<file path="config.mk">
export PLATFORM = sky130hd
export DESIGN_NAME = twi_regfront
export DESIGN_NICKNAME = d
export VERILOG_FILES = /design/src/rtl/twi_rf_pkg.sv /design/src/rtl/twi_rf_xfer.sv /design/src/rtl/twi_rf_status.sv /design/src/rtl/twi_regfront.sv
export SDC_FILE = /design/constraint.sdc
export NUM_CORES = 1
export LEC_CHECK = 0
export CAP_MARGIN = 20
export CORE_MARGIN = 5
export CORE_UTILIZATION = 50
export CTS_CLUSTER_SIZE = 40
export DETAILED_ROUTE_END_ITERATION = 7
export DONT_BUFFER_PORTS = 1
export PLACE_DENSITY = 0.7
export REMOVE_ABC_BUFFERS = 1
export SETUP_SLACK_MARGIN = 0.05
export SLEW_MARGIN = 20
export SYNTH_ARGS = -nofsm -noshare
export SYNTH_HDL_FRONTEND = slang
export SYNTH_SLANG_ARGS = --single-unit
</file>
<file path="constraint.sdc">
create_clock -name clk -period 5.05 [get_ports clk]
set_input_delay 0.7575 -clock clk [delete_from_list [all_inputs] [get_ports clk]]
set_output_delay 0.7575 -clock clk [all_outputs]
set_load 0.05 [all_outputs]
</file>
<file path="src/rtl/twi_rf_pkg.sv">
package twi_rf_pkg;
  // register byte offsets
  localparam int OFS_CTRL = 'h00;
  localparam int OFS_CLK  = 'h04;
  localparam int OFS_IEN  = 'h08;
  localparam int OFS_IST  = 'h0C;
  localparam int ADR_BASE = 'h10;
  localparam int OFS_LEN  = 'h18;
  localparam int DAT_BASE = 'h1C;
  localparam int OFS_LINE = 'h24;

  // control bits
  localparam int CT_START = 7;
  localparam int CT_ABORT = 6;
  localparam int CT_GIE   = 1;
  localparam int CT_SRST  = 0;

  // status bits
  localparam int ST_OVER  = 0;
  localparam int ST_ERR   = 1;
  localparam int ST_LDB   = 2;
  localparam int ST_NBITS = 3;
  localparam int ST_IDLSB = 8;

  localparam int LEN_RDBIT = 4;
  localparam int CLK_DLYLSB = 8;
  localparam int LN_SDA_LIVE = 4;
  localparam int LN_SCL_LIVE = 5;
  localparam int LN_NCTL = 4;

  typedef struct packed {
    logic ok;
    logic fail;
    logic ldbusy;
  } xfer_evt_t;
endpackage

</file>
<file path="src/rtl/twi_rf_xfer.sv">
module twi_rf_xfer
  import twi_rf_pkg::*;
#(
  parameter int ID_W = 8,
  parameter logic [ID_W-1:0] ABORT_ID = '1
) (
  input  logic            clk,
  input  logic            rst,
  input  logic            rst_any,
  input  logic            start_req,
  input  logic            abort_req,
  input  logic            eng_done,
  input  logic            eng_err,
  input  logic [ID_W-1:0] eng_err_id,
  input  logic            eng_byte_end,
  output logic            busy,
  output logic            abort_pend,
  output logic            eng_start,
  output xfer_evt_t       evt,
  output logic [ID_W-1:0] fail_id
);
  logic busy_q, abort_q, start_q;
  logic done_hit, abort_hit, finish;

  assign done_hit  = busy_q & eng_done;
  assign abort_hit = busy_q & abort_q & eng_byte_end & ~eng_done;
  assign finish    = done_hit | abort_hit;

  assign evt.ok     = done_hit & ~eng_err;
  assign evt.fail   = (done_hit & eng_err) | abort_hit;
  assign evt.ldbusy = busy_q & start_req;
  assign fail_id    = done_hit ? eng_err_id : ABORT_ID;

  always_ff @(posedge clk) begin
    if (rst_any) begin
      busy_q  <= 1'b0;
      abort_q <= 1'b0;
      start_q <= 1'b0;
    end else begin
      start_q <= start_req & ~busy_q;
      if (finish) begin
        busy_q  <= 1'b0;
        abort_q <= 1'b0;
      end else begin
        if (start_req && !busy_q) busy_q <= 1'b1;
        if (abort_req && busy_q) abort_q <= 1'b1;
      end
    end
  end

  assign busy       = busy_q;
  assign abort_pend = abort_q;
  assign eng_start  = start_q;

  a_r2_start_one_cycle: assert property (@(posedge clk) disable iff (rst)
    start_q |=> !start_q);
  a_r2_start_with_busy: assert property (@(posedge clk) disable iff (rst)
    start_q |-> busy_q);
  a_r4_no_relaunch: assert property (@(posedge clk) disable iff (rst)
    ($past(busy_q) && busy_q) |-> !start_q);
  a_r8_abort_needs_busy: assert property (@(posedge clk) disable iff (rst)
    abort_q |-> busy_q);
endmodule

</file>
<file path="src/rtl/twi_rf_status.sv">
module twi_rf_status
  import twi_rf_pkg::*;
#(
  parameter int ID_W = 8
) (
  input  logic                clk,
  input  logic                rst,
  input  logic                rst_any,
  input  xfer_evt_t           evt,
  input  logic [ID_W-1:0]     fail_id,
  input  logic                clr_wr,
  input  logic [ST_NBITS-1:0] clr_mask,
  input  logic [ST_NBITS-1:0] ien,
  input  logic                gie,
  output logic [ST_NBITS-1:0] sts,
  output logic [ID_W-1:0]     err_id,
  output logic                irq
);
  logic [ST_NBITS-1:0] sts_q, set_v, clr_v;
  logic [ID_W-1:0]     id_q;
  logic                irq_q;

  always_comb begin
    set_v = '0;
    set_v[ST_OVER] = evt.ok;
    set_v[ST_ERR]  = evt.fail;
    set_v[ST_LDB]  = evt.ldbusy;
    clr_v = clr_wr ? clr_mask : '0;
  end

  always_ff @(posedge clk) begin
    if (rst_any) begin
      sts_q <= '0;
      id_q  <= '0;
      irq_q <= 1'b0;
    end else begin
      sts_q <= (sts_q & ~clr_v) | set_v;
      if (evt.fail) id_q <= fail_id;
      else if (clr_v[ST_ERR]) id_q <= '0;
      irq_q <= gie & (|(sts_q & ien));
    end
  end

  assign sts    = sts_q;
  assign err_id = id_q;
  assign irq    = irq_q;

  a_r6_irq_needs_gie: assert property (@(posedge clk) disable iff (rst)
    irq_q |-> $past(gie));
  a_r6_irq_needs_flag: assert property (@(posedge clk) disable iff (rst)
    irq_q |-> ($past(sts_q & ien) != '0));
  a_r3_id_follows_err: assert property (@(posedge clk) disable iff (rst)
    !sts_q[ST_ERR] |-> (id_q == '0));
endmodule

</file>
<file path="src/rtl/twi_regfront.sv">
module twi_regfront
  import twi_rf_pkg::*;
#(
  parameter int DW    = 32,
  parameter int AW    = 8,
  parameter int WORDS = 2,
  parameter int LEN_W = 3,
  parameter int DIV_W = 8,
  parameter int DLY_W = 3,
  parameter int ID_W  = 8,
  parameter logic [ID_W-1:0] ABORT_ID = '1
) (
  input  logic                clk,
  input  logic                rst,
  input  logic                bus_wen,
  input  logic [AW-1:0]       bus_addr,
  input  logic [DW-1:0]       bus_wdata,
  output logic [DW-1:0]       bus_rdata,
  output logic                irq,
  output logic                eng_start,
  output logic                eng_abort,
  output logic                eng_srst,
  output logic                eng_read,
  output logic [LEN_W-1:0]    eng_len_m1,
  output logic [WORDS*DW-1:0] eng_addr,
  output logic [WORDS*DW-1:0] eng_wdata,
  output logic [DIV_W-1:0]    eng_clk_div,
  output logic [DLY_W-1:0]    eng_sda_dly,
  output logic                sda_ovr_en,
  output logic                sda_ovr_val,
  output logic                scl_ovr_en,
  output logic                scl_ovr_val,
  input  logic                eng_done,
  input  logic                eng_err,
  input  logic [ID_W-1:0]     eng_err_id,
  input  logic                eng_byte_end,
  input  logic [WORDS*DW-1:0] eng_rdata,
  input  logic                sda_in,
  input  logic                scl_in
);
  localparam int WSTEP = DW / 8;

  logic wr_ctrl, wr_clk, wr_ien, wr_ist, wr_len, wr_line;
  logic srst_hit, rst_any, start_req, abort_req;
  logic gie_q, rd_q, srst_q, busy, abort_pend, cap;
  logic [ST_NBITS-1:0] ien_q, sts;
  logic [ID_W-1:0]     err_id, fail_id;
  logic [DIV_W-1:0]    div_q;
  logic [DLY_W-1:0]    dly_q;
  logic [LEN_W-1:0]    len_q;
  logic [LN_NCTL-1:0]  line_q;
  logic [DW-1:0]       adr_q [WORDS];
  logic [DW-1:0]       dat_q [WORDS];
  logic [DW-1:0]       rd_mux;
  xfer_evt_t           evt;

  assign wr_ctrl = bus_wen && (bus_addr == AW'(OFS_CTRL));
  assign wr_clk  = bus_wen && (bus_addr == AW'(OFS_CLK));
  assign wr_ien  = bus_wen && (bus_addr == AW'(OFS_IEN));
  assign wr_ist  = bus_wen && (bus_addr == AW'(OFS_IST));
  assign wr_len  = bus_wen && (bus_addr == AW'(OFS_LEN));
  assign wr_line = bus_wen && (bus_addr == AW'(OFS_LINE));

  assign srst_hit  = wr_ctrl & bus_wdata[CT_SRST];
  assign rst_any   = rst | srst_hit;
  assign start_req = wr_ctrl & bus_wdata[CT_START];
  assign abort_req = wr_ctrl & bus_wdata[CT_ABORT];
  assign cap       = evt.ok & rd_q;

  // configuration registers
  always_ff @(posedge clk) begin
    if (rst_any) begin
      gie_q  <= 1'b0;
      ien_q  <= '0;
      div_q  <= '0;
      dly_q  <= '0;
      len_q  <= '0;
      rd_q   <= 1'b0;
      line_q <= '0;
    end else begin
      if (wr_ctrl) gie_q <= bus_wdata[CT_GIE];
      if (wr_ien)  ien_q <= bus_wdata[ST_NBITS-1:0];
      if (wr_clk) begin
        div_q <= bus_wdata[DIV_W-1:0];
        dly_q <= bus_wdata[CLK_DLYLSB +: DLY_W];
      end
      if (wr_len) begin
        len_q <= bus_wdata[LEN_W-1:0];
        rd_q  <= bus_wdata[LEN_RDBIT];
      end
      if (wr_line) line_q <= bus_wdata[LN_NCTL-1:0];
    end
  end

  always_ff @(posedge clk) begin
    if (rst) srst_q <= 1'b0;
    else     srst_q <= srst_hit;
  end

  // address and data words
  for (genvar i = 0; i < WORDS; i++) begin : g_word
    logic wr_adr, wr_dat;
    assign wr_adr = bus_wen && (bus_addr == AW'(ADR_BASE + WSTEP * i));
    assign wr_dat = bus_wen && (bus_addr == AW'(DAT_BASE + WSTEP * i));

    always_ff @(posedge clk) begin
      if (rst_any) begin
        adr_q[i] <= '0;
        dat_q[i] <= '0;
      end else begin
        if (wr_adr) adr_q[i] <= bus_wdata;
        if (cap)         dat_q[i] <= eng_rdata[i*DW +: DW];
        else if (wr_dat) dat_q[i] <= bus_wdata;
      end
    end

    assign eng_addr[i*DW +: DW]  = adr_q[i];
    assign eng_wdata[i*DW +: DW] = dat_q[i];
  end

  twi_rf_xfer #(.ID_W(ID_W), .ABORT_ID(ABORT_ID)) u_xfer (
    .clk(clk), .rst(rst), .rst_any(rst_any),
    .start_req(start_req), .abort_req(abort_req),
    .eng_done(eng_done), .eng_err(eng_err), .eng_err_id(eng_err_id),
    .eng_byte_end(eng_byte_end),
    .busy(busy), .abort_pend(abort_pend), .eng_start(eng_start),
    .evt(evt), .fail_id(fail_id)
  );

  twi_rf_status #(.ID_W(ID_W)) u_status (
    .clk(clk), .rst(rst), .rst_any(rst_any),
    .evt(evt), .fail_id(fail_id),
    .clr_wr(wr_ist), .clr_mask(bus_wdata[ST_NBITS-1:0]),
    .ien(ien_q), .gie(gie_q),
    .sts(sts), .err_id(err_id), .irq(irq)
  );

  // read mux, registered
  always_comb begin
    rd_mux = '0;
    if (bus_addr == AW'(OFS_CTRL)) begin
      rd_mux[CT_START] = busy;
      rd_mux[CT_ABORT] = abort_pend;
      rd_mux[CT_GIE]   = gie_q;
    end
    if (bus_addr == AW'(OFS_CLK)) begin
      rd_mux[DIV_W-1:0]          = div_q;
      rd_mux[CLK_DLYLSB +: DLY_W] = dly_q;
    end
    if (bus_addr == AW'(OFS_IEN)) rd_mux[ST_NBITS-1:0] = ien_q;
    if (bus_addr == AW'(OFS_IST)) begin
      rd_mux[ST_NBITS-1:0]     = sts;
      rd_mux[ST_IDLSB +: ID_W] = err_id;
    end
    if (bus_addr == AW'(OFS_LEN)) begin
      rd_mux[LEN_W-1:0] = len_q;
      rd_mux[LEN_RDBIT] = rd_q;
    end
    if (bus_addr == AW'(OFS_LINE)) begin
      rd_mux[LN_NCTL-1:0] = line_q;
      rd_mux[LN_SDA_LIVE] = sda_in;
      rd_mux[LN_SCL_LIVE] = scl_in;
    end
    for (int i = 0; i < WORDS; i++) begin
      if (bus_addr == AW'(ADR_BASE + WSTEP * i)) rd_mux = adr_q[i];
      if (bus_addr == AW'(DAT_BASE + WSTEP * i)) rd_mux = dat_q[i];
    end
  end

  always_ff @(posedge clk) begin
    if (rst_any) bus_rdata <= '0;
    else         bus_rdata <= rd_mux;
  end

  assign eng_abort   = abort_pend;
  assign eng_srst    = srst_q;
  assign eng_read    = rd_q;
  assign eng_len_m1  = len_q;
  assign eng_clk_div = div_q;
  assign eng_sda_dly = dly_q;
  assign sda_ovr_en  = line_q[0];
  assign sda_ovr_val = line_q[1];
  assign scl_ovr_en  = line_q[2];
  assign scl_ovr_val = line_q[3];

  a_r7_srst_clears_start: assert property (@(posedge clk) disable iff (rst)
    srst_q |-> !eng_start && !abort_pend);
  a_r10_capture_only_read: assert property (@(posedge clk) disable iff (rst)
    (evt.ok && !rd_q && !srst_hit && !(bus_wen && bus_addr == AW'(DAT_BASE)))
      |=> (dat_q[0] == $past(dat_q[0])));
endmodule

</file>
# After elaboration in Yosys (flattened, before gate mapping)
# Memory sizes are Yosys's and may differ from the RTL's.
# Index checks and enable logic that the tools add are counted.
dict set report classes {
  n_mux 42
  n_reduce_logical 17
  n_eq_ne 9
  bitwise_logic 29
}
# cell count
set ops {}
lappend ops {{two-way mux 32 bit} 10}
lappend ops {{== test 8 x 5 -> 1 bit (second input constant)} 4}
lappend ops {{two-way mux 8 bit} 4}
lappend ops {{two-way mux 1 bit} 21}
lappend ops {{== test 8 x 4 -> 1 bit (second input constant)} 2}
lappend ops {{== test 8 x 6 -> 1 bit (second input constant)} 2}
lappend ops {{bitwise AND 1 bit} 13}
lappend ops {{logical AND 1 bit} 12}
lappend ops {{two-way mux 3 bit} 4}
lappend ops {{two-way mux 11 bit} 1}
lappend ops {{bitwise OR 1 bit} 9}
lappend ops {{== test 8 x 3 -> 1 bit (second input constant)} 1}
lappend ops {{zero test 8 bit} 1}
lappend ops {{bitwise AND 3 bit} 2}
lappend ops {{two-way mux 6 bit} 1}
lappend ops {{inverter 1 bit} 3}
lappend ops {{inverter 3 bit} 1}
lappend ops {{bitwise OR 3 bit} 1}
lappend ops {{OR reduction 3 bit} 1}
lappend ops {{two-way mux 2 bit} 1}
lappend ops {{nonzero test 2 bit} 1}
lappend ops {{OR reduction 2 bit} 1}
lappend ops {{zero test 1 bit} 1}
dict set report totals {
  mem_count 2
  wordCells 114
  mem_bits_rw 128
  input_bits 120
  reg_bits 71
}
# memory depth word_bits read_ports rd_ports_with_merged_regs wr line
set mem_list {}
lappend mem_list {adr_q 2 32 2 0 2 twi_regfront.sv:52} ;# logic [DW-1:0] adr_q [WORDS];
lappend mem_list {dat_q 2 32 2 0 2 twi_regfront.sv:53} ;# logic [DW-1:0] dat_q [WORDS];

# Logic depth before layout (Yosys ltp)
# Gate-level depths: netlist (run 1).
dict set report depth {
  depth_word 11
  depth_mapped 9
}

# Cells and area by module
# A second synthesis (run 1) with hierarchy kept.
dict set report hier_totals {
  hier_cells 730
  area_unflattened_um2 8775.9
}
# module cells_each instances area_per_inst_um2
set by_module_without_submodules {}
lappend by_module_without_submodules {twi_regfront 656 1 8097.8}
lappend by_module_without_submodules {twi_rf_status 48 1 489.2}
lappend by_module_without_submodules {twi_rf_xfer 26 1 188.9}

# Worst setup path before layout (run 1)
# OpenSTA, ideal clock, no wires.
dict set report synth_timing {
  kind {input port to flip-flop}
  start {in bus_addr[4]}
  end {mem dat_q[1][0] (enable)}
  cell_stages 3
  path_buffers 0
  path_slack_ns 0.707
  arrival_ns 3.878
  setup_time_ns 0.466
  cell_sequence {nor4b_2 nand2_1 o21ai_0}
}
# item line
set synth_rtl {}
lappend synth_rtl {{start, declared} twi_regfront.sv:16} ;# input logic [AW-1:0] bus_addr,
lappend synth_rtl {{end, declared} twi_regfront.sv:53}

==> reports/summary.txt, run 1 <==
outcome = completed
# DRC = 0
DR WL/cell = 29.9 um
DIE HEIGHT = 140 um
syn_area_per_cell = 12.5 um2
die width = 140 um
Cell Rows = 47
Root Driver = clkbuf_16
RSZ-0062 raised after global routing = false
Async S/R FF share, synth = 0%
antenna violations before repair = 0
GRT Overall Usage = 26.4%
clock period minus worst slack = 3.39 ns
worst skew pair latency = 0.43 ns
io pins = 303
count leader, synth = edfxtp_1
CP Class = in -> reg
# nets final = 778
reg2reg path depth = 6
Synth area leaders = edfxtp_1 45%, dfxtp_1 17%, a22o_1 6.7%
CTS Sinks = 199
vias = 6025
Post-Syn Area = 8510 um2
Fmax achieved = 0.295 GHz
critical path data required time = 5.09 ns
Slew headroom = 28.7%
Reg clk slew, reported paths = 0.07 ns
Final Setup Violations = 0
fin crit share = 67.1%
HPWL Detailed = 18300 um
PwrDens = 385 nW/um2
input/output buffers = 0
pin count of the biggest net entering global routing = 38
hold crit path type = reg -> reg
CTS tree = yes
drt pass-1 iters = 7
Final ANT Viol Nets = 0
final hold violation count = 0
Critical Path Sink = dat_q[0][5]
YS warnings = 0
DIE AREA = 19700 um2
drt total wl = 26600 um
Fillers = 1346
Finished Layout Cells = 891
hold_buf cts = 0
actual transition at the worst max-transition pin = 1.07 ns
cts bufs inserted = 17
Post-CTS Setup Bufs = 0
LEAKAGE = 3.14 nW
vias in the first global route = 6039
worst vdd ir = 0.000252 V
Worst setup EP type = register
H-tree levels = 4
vias per cell = 6.76
crit path DAT = 3.43 ns
Yosys cell types = 55
FF-to-FF Start = u_xfer.busy
Post-synth EDFFs = 128
Max Clock Skew = 0.00730 ns
core box area = 16600 um2
Yosys top cell area share = 45.2%
Layout area overhead = 8.19%
Congestion Overflow GR = 0
Hold WS = 0.461 ns
first-pass GRT wire length = 39200 um
Critical Path Source = bus_addr[5]
GPL Wtd Cong = 0.874
number of inserted diodes = 0
max-cap viol count = 0
Initial Util = 51.1%
Slew Limit Fails = 0
post-synth top area cell = edfxtp_1
Syn Inst Count = 681
Worst R2R End = dat_q[0][5]
Post-synth top cells = 128 x edfxtp_1, 71 x dfxtp_1, 65 x a22o_1, 65 x and2_1, 58 x nand2_1
Crit Path Max Fanout = 33
CP Launch Type = primary input
register bit total from synthesis = 199
r2r setup slk = 2.08 ns
1st-iter DRT viols = 652
share of layout cells above drive strength 1 = 10.6%
placed cells = 859
main flop type after synthesis = edfxtp_1
Longest Clk Path Bufs = 2
post-synthesis sequential area ratio = 61.9%
post-CTS sizing = 0
-- per-stage QoR --
stage | worst slack [ns] | setup TNS, ns | power, W | utilization [%] | area, um2
finish | 1.66 | 0 | 0.00355 | 55.3 | 9210
global route | 1.46 | 0 | 0.00365 | 55.3 | 9210
CTS | 1.69 | 0 | 0.00356 | 55.3 | 9210
detailed placement | 1.24 | 0 | 0.00215 | 51.6 | 8580
global placement | 1.37 | 0 | 0.00214 | 51.6 | 8580
floorplan | -0.0775 | -2.48 | 0.00210 | - | 8180
-- logic make-up (layout without fill, tap and decap cells) --
family,after synthesis,in the layout,synth area share [%]
simple gates,210,210,13.6
flops,199,199,61.9
mux,30,30,3.59
buf+inv,54,44,3.99
compound gates,188,188,17.0
-- worst max-delay path, stage by stage --
cell and delay, ns:
nor4_2 0.57, and3_1 0.39, a21o_2 0.67, a21oi_1 0.22, nand2b_2 0.78
-- sequential cells by signal, summed over array words and instances (netlist names), 3 cells and up --
| register | count |
|---|---|
| eng_len_m1 | 3 |
| dat_q | 64 |
| u_status.err_id | 8 |
| bus_rdata | 32 |
| eng_clk_div | 8 |
| eng_sda_dly | 3 |
| adr_q | 64 |
| ien_q | 3 |
| u_status.sts | 3 |
| line_q | 4 |
-- per-layer routing --
layer	vias to the layer above	part of all wire, %	wire length, um	track usage (%)
met2	438	49	13100	43.1
met1	2987	35	9330	32.1
met4	0	1.5	412	7.29
li1	2566	-	-	-
met5	-	0	0	0
met3	34	14	3850	11.5
-- placed cells by master (no fill, tap or decap), drive strengths merged, types with 2 or more instances in the layout --
| cell type | count |
|---|---|
| edfxtp | 128 |
| dfxtp | 71 |
| a22o | 65 |
| and2 | 65 |
| nand2 | 58 |
| a21oi | 45 |
| nor2 | 41 |
| a222oi | 27 |
| mux2i | 26 |
| clkbuf | 19 |
| o21ai | 17 |
| nand3 | 12 |
| buf | 10 |
| a31oi | 7 |
| inv | 7 |
| a22oi | 6 |
| and3 | 6 |
| o2bb2ai | 5 |
| clkinv | 5 |
| mux2 | 4 |
| nand4 | 4 |
| nor3 | 4 |
| nor4b | 3 |
| a221oi | 3 |
| bufinv | 3 |
| nor4 | 3 |
| and3b | 2 |
| nor2b | 2 |
| a32oi | 2 |
| o22ai | 2 |
| nand3b | 2 |
| or4b | 2 |
| nand2b | 2 |
| or4 | 2 |
-- report_power, final --
group | switching (W) | internal [W] | total [W]
sequential | 0.000250 | 0.00179 | 0.00204
clock | 0.000636 | 0.000802 | 0.00144
combinational | 0.0000558 | 0.0000167 | 0.0000725
-- worst min path at each step --
stage	startpoint	end	slack, ns	depth (start not counted)
floorplan	u_status.err_id[0]	u_status.err_id[0]	0.43	2
global placement	u_status.err_id[5]	u_status.err_id[5]	0.44	2
detailed placement	u_status.err_id[6]	u_status.err_id[6]	0.45	2
CTS	u_status.err_id[6]	u_status.err_id[6]	0.46	2
global route	bus_wdata[6]	eng_clk_div[6]	0.47	2
finish	u_status.err_id[5]	u_status.err_id[5]	0.46	2
-- layout make-up --
type                    instances  area [um2]  share of cell area (%)
multi-input cells             428        2960                    32.1
clock inverters                13         191                    2.08
flip-flops and latches        199        5270                    57.2
repair buffers                 10        75.1                   0.816
well taps                     220         275                    2.99
inverters                       2        7.51                  0.0816
clock buffers                  19         433                    4.70
Power figures use the tool's default switching activity.
==> run 2, diff against run 1 <==
==> constraint.sdc (replaced) <==
create_clock -name clk -period 3.2 [get_ports clk]
set_input_delay 0.48 -clock clk [delete_from_list [all_inputs] [get_ports clk]]
set_output_delay 0.48 -clock clk [all_outputs]
set_load 0.05 [all_outputs]
==> run 2 against run 1 <==
Against the previous run: the run now ends with DRC left; non-clock buffer count grew 14; die area unchanged; core utilization is 0.59 points higher; register-to-register slack got worse by 1.5 ns; sequential cell count is the same; sequential power is 57% higher; largest cell class unchanged.
==> reports/summary.txt, run 2 (synthesis results as in run 1) <==
outcome = finished with violations
failing checks = DRC
Slew Limit Fails = 0
input/output buffers = 0
dpl cell area = 8730 um2
clock period minus worst slack = 2.57 ns
HPWL Detailed = 18700 um
1st-iter DRT viols = 708
Reg clk slew, reported paths = 0.08 ns
crit path DAT = 2.87 ns
first-pass GRT wire length = 39800 um
Hold WS = 0.195 ns
Initial Util = 51.1%
Setup WS post-layout = 0.628 ns
hold_buf cts = 0
PwrDens = 586 nW/um2
GPL Wtd Cong = 0.905
# nets final = 792
io pins = 303
DIE HEIGHT = 140 um
Layout area overhead = 9.35%
pin count of the biggest net entering global routing = 68
RSZ-0062 raised after global routing = false
Longest Clk Path Bufs = 2
Final Setup Violations = 0
die width = 140 um
vias = 6102
vias in the first global route = 6150
antenna violations before repair = 0
CP Class = reg -> reg
post-CTS sizing = 0
LEAKAGE = 3.19 nW
biggest regs = adr_q: 64 flops, dat_q: 64 flops, bus_rdata: 32 flops
final hold violation count = 0
H-tree levels = 4
share of layout cells above drive strength 1 = 12.4%
actual transition at the worst max-transition pin = 1.03 ns
Setup WS pre-CTS = 0.482 ns
design area = 9300 um2
Fillers = 1366
Post-CTS Setup Bufs = 0
worst vdd ir = 0.000489 V
Root Driver = clkbuf_16
most frequent cells in the layout = 128 x edfxtp_1, 71 x dfxtp_1, 65 x a22o_1, 65 x and2_1, 56 x nand2_1
most common cell after layout, fill and taps aside = edfxtp_1
Cell Rows = 47
core box area = 16600 um2
max-cap viol count = 0
worst skew pair latency = 0.43 ns
DR WL/cell = 29.8 um
CP Launch Type = register
Congestion Overflow GR = 0
cts bufs inserted = 17
GRT Overall Usage = 26.6%
critical path data required time = 3.50 ns
Slew headroom = 31.2%
setup TNS = 0 ns
Fmax achieved = 0.389 GHz
Crit Path Max Fanout = 35
hold crit path type = in -> reg
Worst setup EP type = register
vias per cell = 6.75
Final ANT Viol Nets = 0
drt pass-1 iters = 8
FF-to-FF Start = u_xfer.busy
Critical Path Source = u_xfer.busy
hold path start = bus_wdata[7]
Max Clock Skew = 0.0161 ns
CTS tree = yes
DIE AREA = 19700 um2
fin crit share = 80.4%
number of inserted diodes = 0
# DRC = 1
drt total wl = 27000 um
CTS Sinks = 199
## run 2: cell types whose count changed in the layout (fill, tap and decap cells not counted), sizes merged
cell,delta
buf,+14
clkinvlp,+3
bufinv,-2
clkbuf,-2
## run 2: cell type report
type                    count  area [um2]  share of cell area (%)
clock inverters            14         144                    1.55
flip-flops and latches    199        5270                    56.6
multi-input cells         428        2960                    31.8
clock buffers              17         425                    4.57
repair buffers             24         230                    2.47
well taps                 220         275                    2.96
inverters                   2        7.51                  0.0807
## run 2: critical path, stage by stage, from the launching register on
cell and delay [ns]:
dfxtp_1 0.48, and3b_1 0.31, nand2_1 0.16, nor2_4 0.69, buf_4 0.50, a22o_1 0.22
## run 2: worst paths after layout
path	to	slack (ns)	cells past startpoint
setup / recovery	dat_q[0][7]	0.63	5
hold / removal	eng_clk_div[7]	0.20	2
setup reg to reg	dat_q[0][7]	0.63	5
hold reg to reg	u_status.err_id[5]	0.46	2
## run 2: metal layers
metal  wire length [um]  share of wire [%]  global-route usage, %  vias to the layer above
met1               9520                 35                   32.2                     3009
met4                420                1.6                   6.32                        0
met2              13200                 49                   43.6                      471
met5                  0                  0                      0                        -
met3               3840                 14                   11.9                       39
li1                   -                  -                      -                     2583
## run 2: through the flow
| step | std cells | power [W] | utilization, % |
|---|---|---|---|
| after floorplan | 629 | 0.00331 | - |
| after global placement | 873 | 0.00339 | 52.5 |
| after detailed placement | 873 | 0.00340 | 52.5 |
| after CTS | 904 | 0.00546 | 55.9 |
| after global routing | 904 | 0.00560 | 55.9 |
| final | 904 | 0.00545 | 55.9 |
## run 2: where the power goes
| group | switching [W] | internal (W) |
|---|---|---|
| Clock | 0.00102 | 0.00109 |
| Sequential | 0.000394 | 0.00282 |
| Combinational | 0.0000905 | 0.0000358 |
| Total | 0.00150 | 0.00395 |
==> run 3, diff against run 2 <==
--- a/config.mk
+++ b/config.mk
@@ -11,7 +11,7 @@
 export CTS_CLUSTER_SIZE = 40
 export DETAILED_ROUTE_END_ITERATION = 7
 export DONT_BUFFER_PORTS = 1
-export PLACE_DENSITY = 0.7
+export PLACE_DENSITY = 0.73
 export REMOVE_ABC_BUFFERS = 1
 export SETUP_SLACK_MARGIN = 0.05
 export SLEW_MARGIN = 20
==> constraint.sdc (replaced) <==
create_clock -name clk -period 2.2 [get_ports clk]
set_input_delay 0.33 -clock clk [delete_from_list [all_inputs] [get_ports clk]]
set_output_delay 0.33 -clock clk [all_outputs]
set_load 0.05 [all_outputs]
==> run 3 against run 2 <==
Against the previous run: the run now ends clean; global-route usage grew 0.79 points; count of clock-buffer cells in the layout grew 1; register-to-register slack lost 0.48 ns; via count grew 2.4%; combinational power grew 71%; die area is the same; clock power grew 45%; cell count grew 4.1%; critical endpoint is now dat_q[0][11].
==> reports/summary.txt, run 3 (synthesis results as in run 1) <==
die width = 140 um
Setup WS pre-CTS = -0.120 ns
share of layout cells above drive strength 1 = 16.4%
Crit Path Max Fanout = 15
core box area = 16600 um2
placed cells = 906
cts bufs inserted = 17
Critical Path Max Stage Delay = 0.31 ns
most common cell after layout, fill and taps aside = edfxtp_1
vias per cell = 6.64
worst vdd ir = 0.000553 V
outcome = completed
fin crit share = 93.1%
drt pass-1 iters = 6
switch share = 27.5%
Setup WS post-layout = 0.153 ns
clock period minus worst slack = 2.05 ns
GRT Overall Usage = 27.3%
most frequent cells in the layout = 128 x edfxtp_1, 71 x dfxtp_1, 65 x a22o_1, 65 x and2_1, 56 x nand2_1
CTS tree = yes
pin count of the biggest net entering global routing = 45
Layout area overhead = 13.1%
H-tree levels = 4
CTS Sinks = 199
Cell Rows = 47
crit path DAT = 2.17 ns
first-pass GRT wire length = 40500 um
dpl cell area = 9030 um2
drt total wl = 27900 um
Slew Limit Fails = 0
total power = 0.00795 W
critical path data required time = 2.32 ns
worst path cell trace = and3b_1 > nand2_1 > nand3_2 > nor4_4 > nand2b_2 > buf_4
CP Class = reg -> reg
input/output buffers = 0
HPWL Detailed = 19500 um
Slowest cell on crit path = dfxtp_1
PwrDens = 826 nW/um2
max-cap viol count = 0
Reg clk slew, reported paths = 0.07 ns
Hold Path Cell Cnt = 2
CP Launch Type = register
RSZ-0062 raised after global routing = true
Final Setup Violations = 0
hold crit path type = in -> reg
1st-iter DRT viols = 877
DIE AREA = 19700 um2
worst skew pair latency = 0.45 ns
Finished Layout Cells = 941
# DRC = 0
Net Sw Power = 0.00219 W
design area = 9620 um2
vias = 6247
# nets final = 826
Root Driver = clkbuf_16
GPL Wtd Cong = 0.897
DIE HEIGHT = 140 um
r2r setup slk = 0.15 ns
final hold violation count = 0
antenna violations before repair = 2
Slew headroom = 51.7%
clock power share = 38.6%
DR WL/cell = 29.7 um
Final ANT Viol Nets = 0
Congestion Overflow GR = 0
biggest regs = adr_q: 64 flops, dat_q: 64 flops, bus_rdata: 32 flops
reg2reg path depth = 6
Longest Clk Path Bufs = 2
actual transition at the worst max-transition pin = 0.722 ns
vias in the first global route = 6262
setup TNS = 0 ns
Gate power share = 2.7%
Fmax achieved = 0.488 GHz
Flop pwr share = 58.7%
io pins = 303
hold_buf cts = 0
Worst setup EP type = register
Int Power = 0.00576 W
Initial Util = 51.1%
LEAKAGE = 3.39 nW
Max Clock Skew = 0.0207 ns
[run 3: power groups by stage]
stage / clock network [W] / registers [W] / logic [W]
4_1_cts: 0.00311 / 0.00466 / 0.000214
2_1_floorplan: 0 / 0.00471 / 0.000103
6_report: 0.00307 / 0.00466 / 0.000216
5_1_grt: 0.00328 / 0.00467 / 0.000227
3_5_place_dp: 0 / 0.00475 / 0.000213
3_3_place_gp: 0 / 0.00474 / 0.000210
[run 3: path summary, 6_finish.rpt]
| check | start | end |
|---|---|---|
| worst max-delay path | u_xfer.busy | dat_q[0][11] |
| worst min register to register | u_status.err_id[3] | u_status.err_id[3] |
| worst max register to register | u_xfer.busy | dat_q[0][11] |
| worst min-delay path | bus_wdata[3] | eng_clk_div[3] |
[run 3: cell type report]
cell class	instances	area [um2]
diodes	2	5.00
multi-input cells	429	2970
fillers	1339	7020
clock inverters	14	145
well taps	220	275
inverters	2	7.51
flip-flops and latches	199	5270
repair buffers	57	528
clock buffers	18	429
[run 3: timing repair]
action / 4_1_cts / 5_1_grt
gates cloned: 0 / 1
setup endpoints to repair: 23 / 32
setup buffers: 0 / 0
gates resized for setup: 0 / 1
pin swaps: 1 / 0
[run 3: metal layers]
layer	vias up	share of wire, %	track usage (%)	wire, um
li1	2663	-	-	-
met3	55	15	12.3	4170
met1	3056	35	33.0	9770
met2	473	48	43.4	13300
met5	-	0	0	0
met4	0	2.6	9.89	733
[run 3: critical path: cells and delay by family (launching register included)]
family	cells	cell delay, ns
buffers and inverters	1	0.27
flip-flops	1	0.31
AND/OR/NAND/NOR	5	1.14
[run 3: stage by stage]
stage	hold WS, ns	utilization, %
after floorplan	0.432	-
after global placement	0.438	54.3
after detailed placement	0.450	54.3
after CTS	0.0236	57.7
after global routing	0.0308	57.8
final	0.0388	57.8
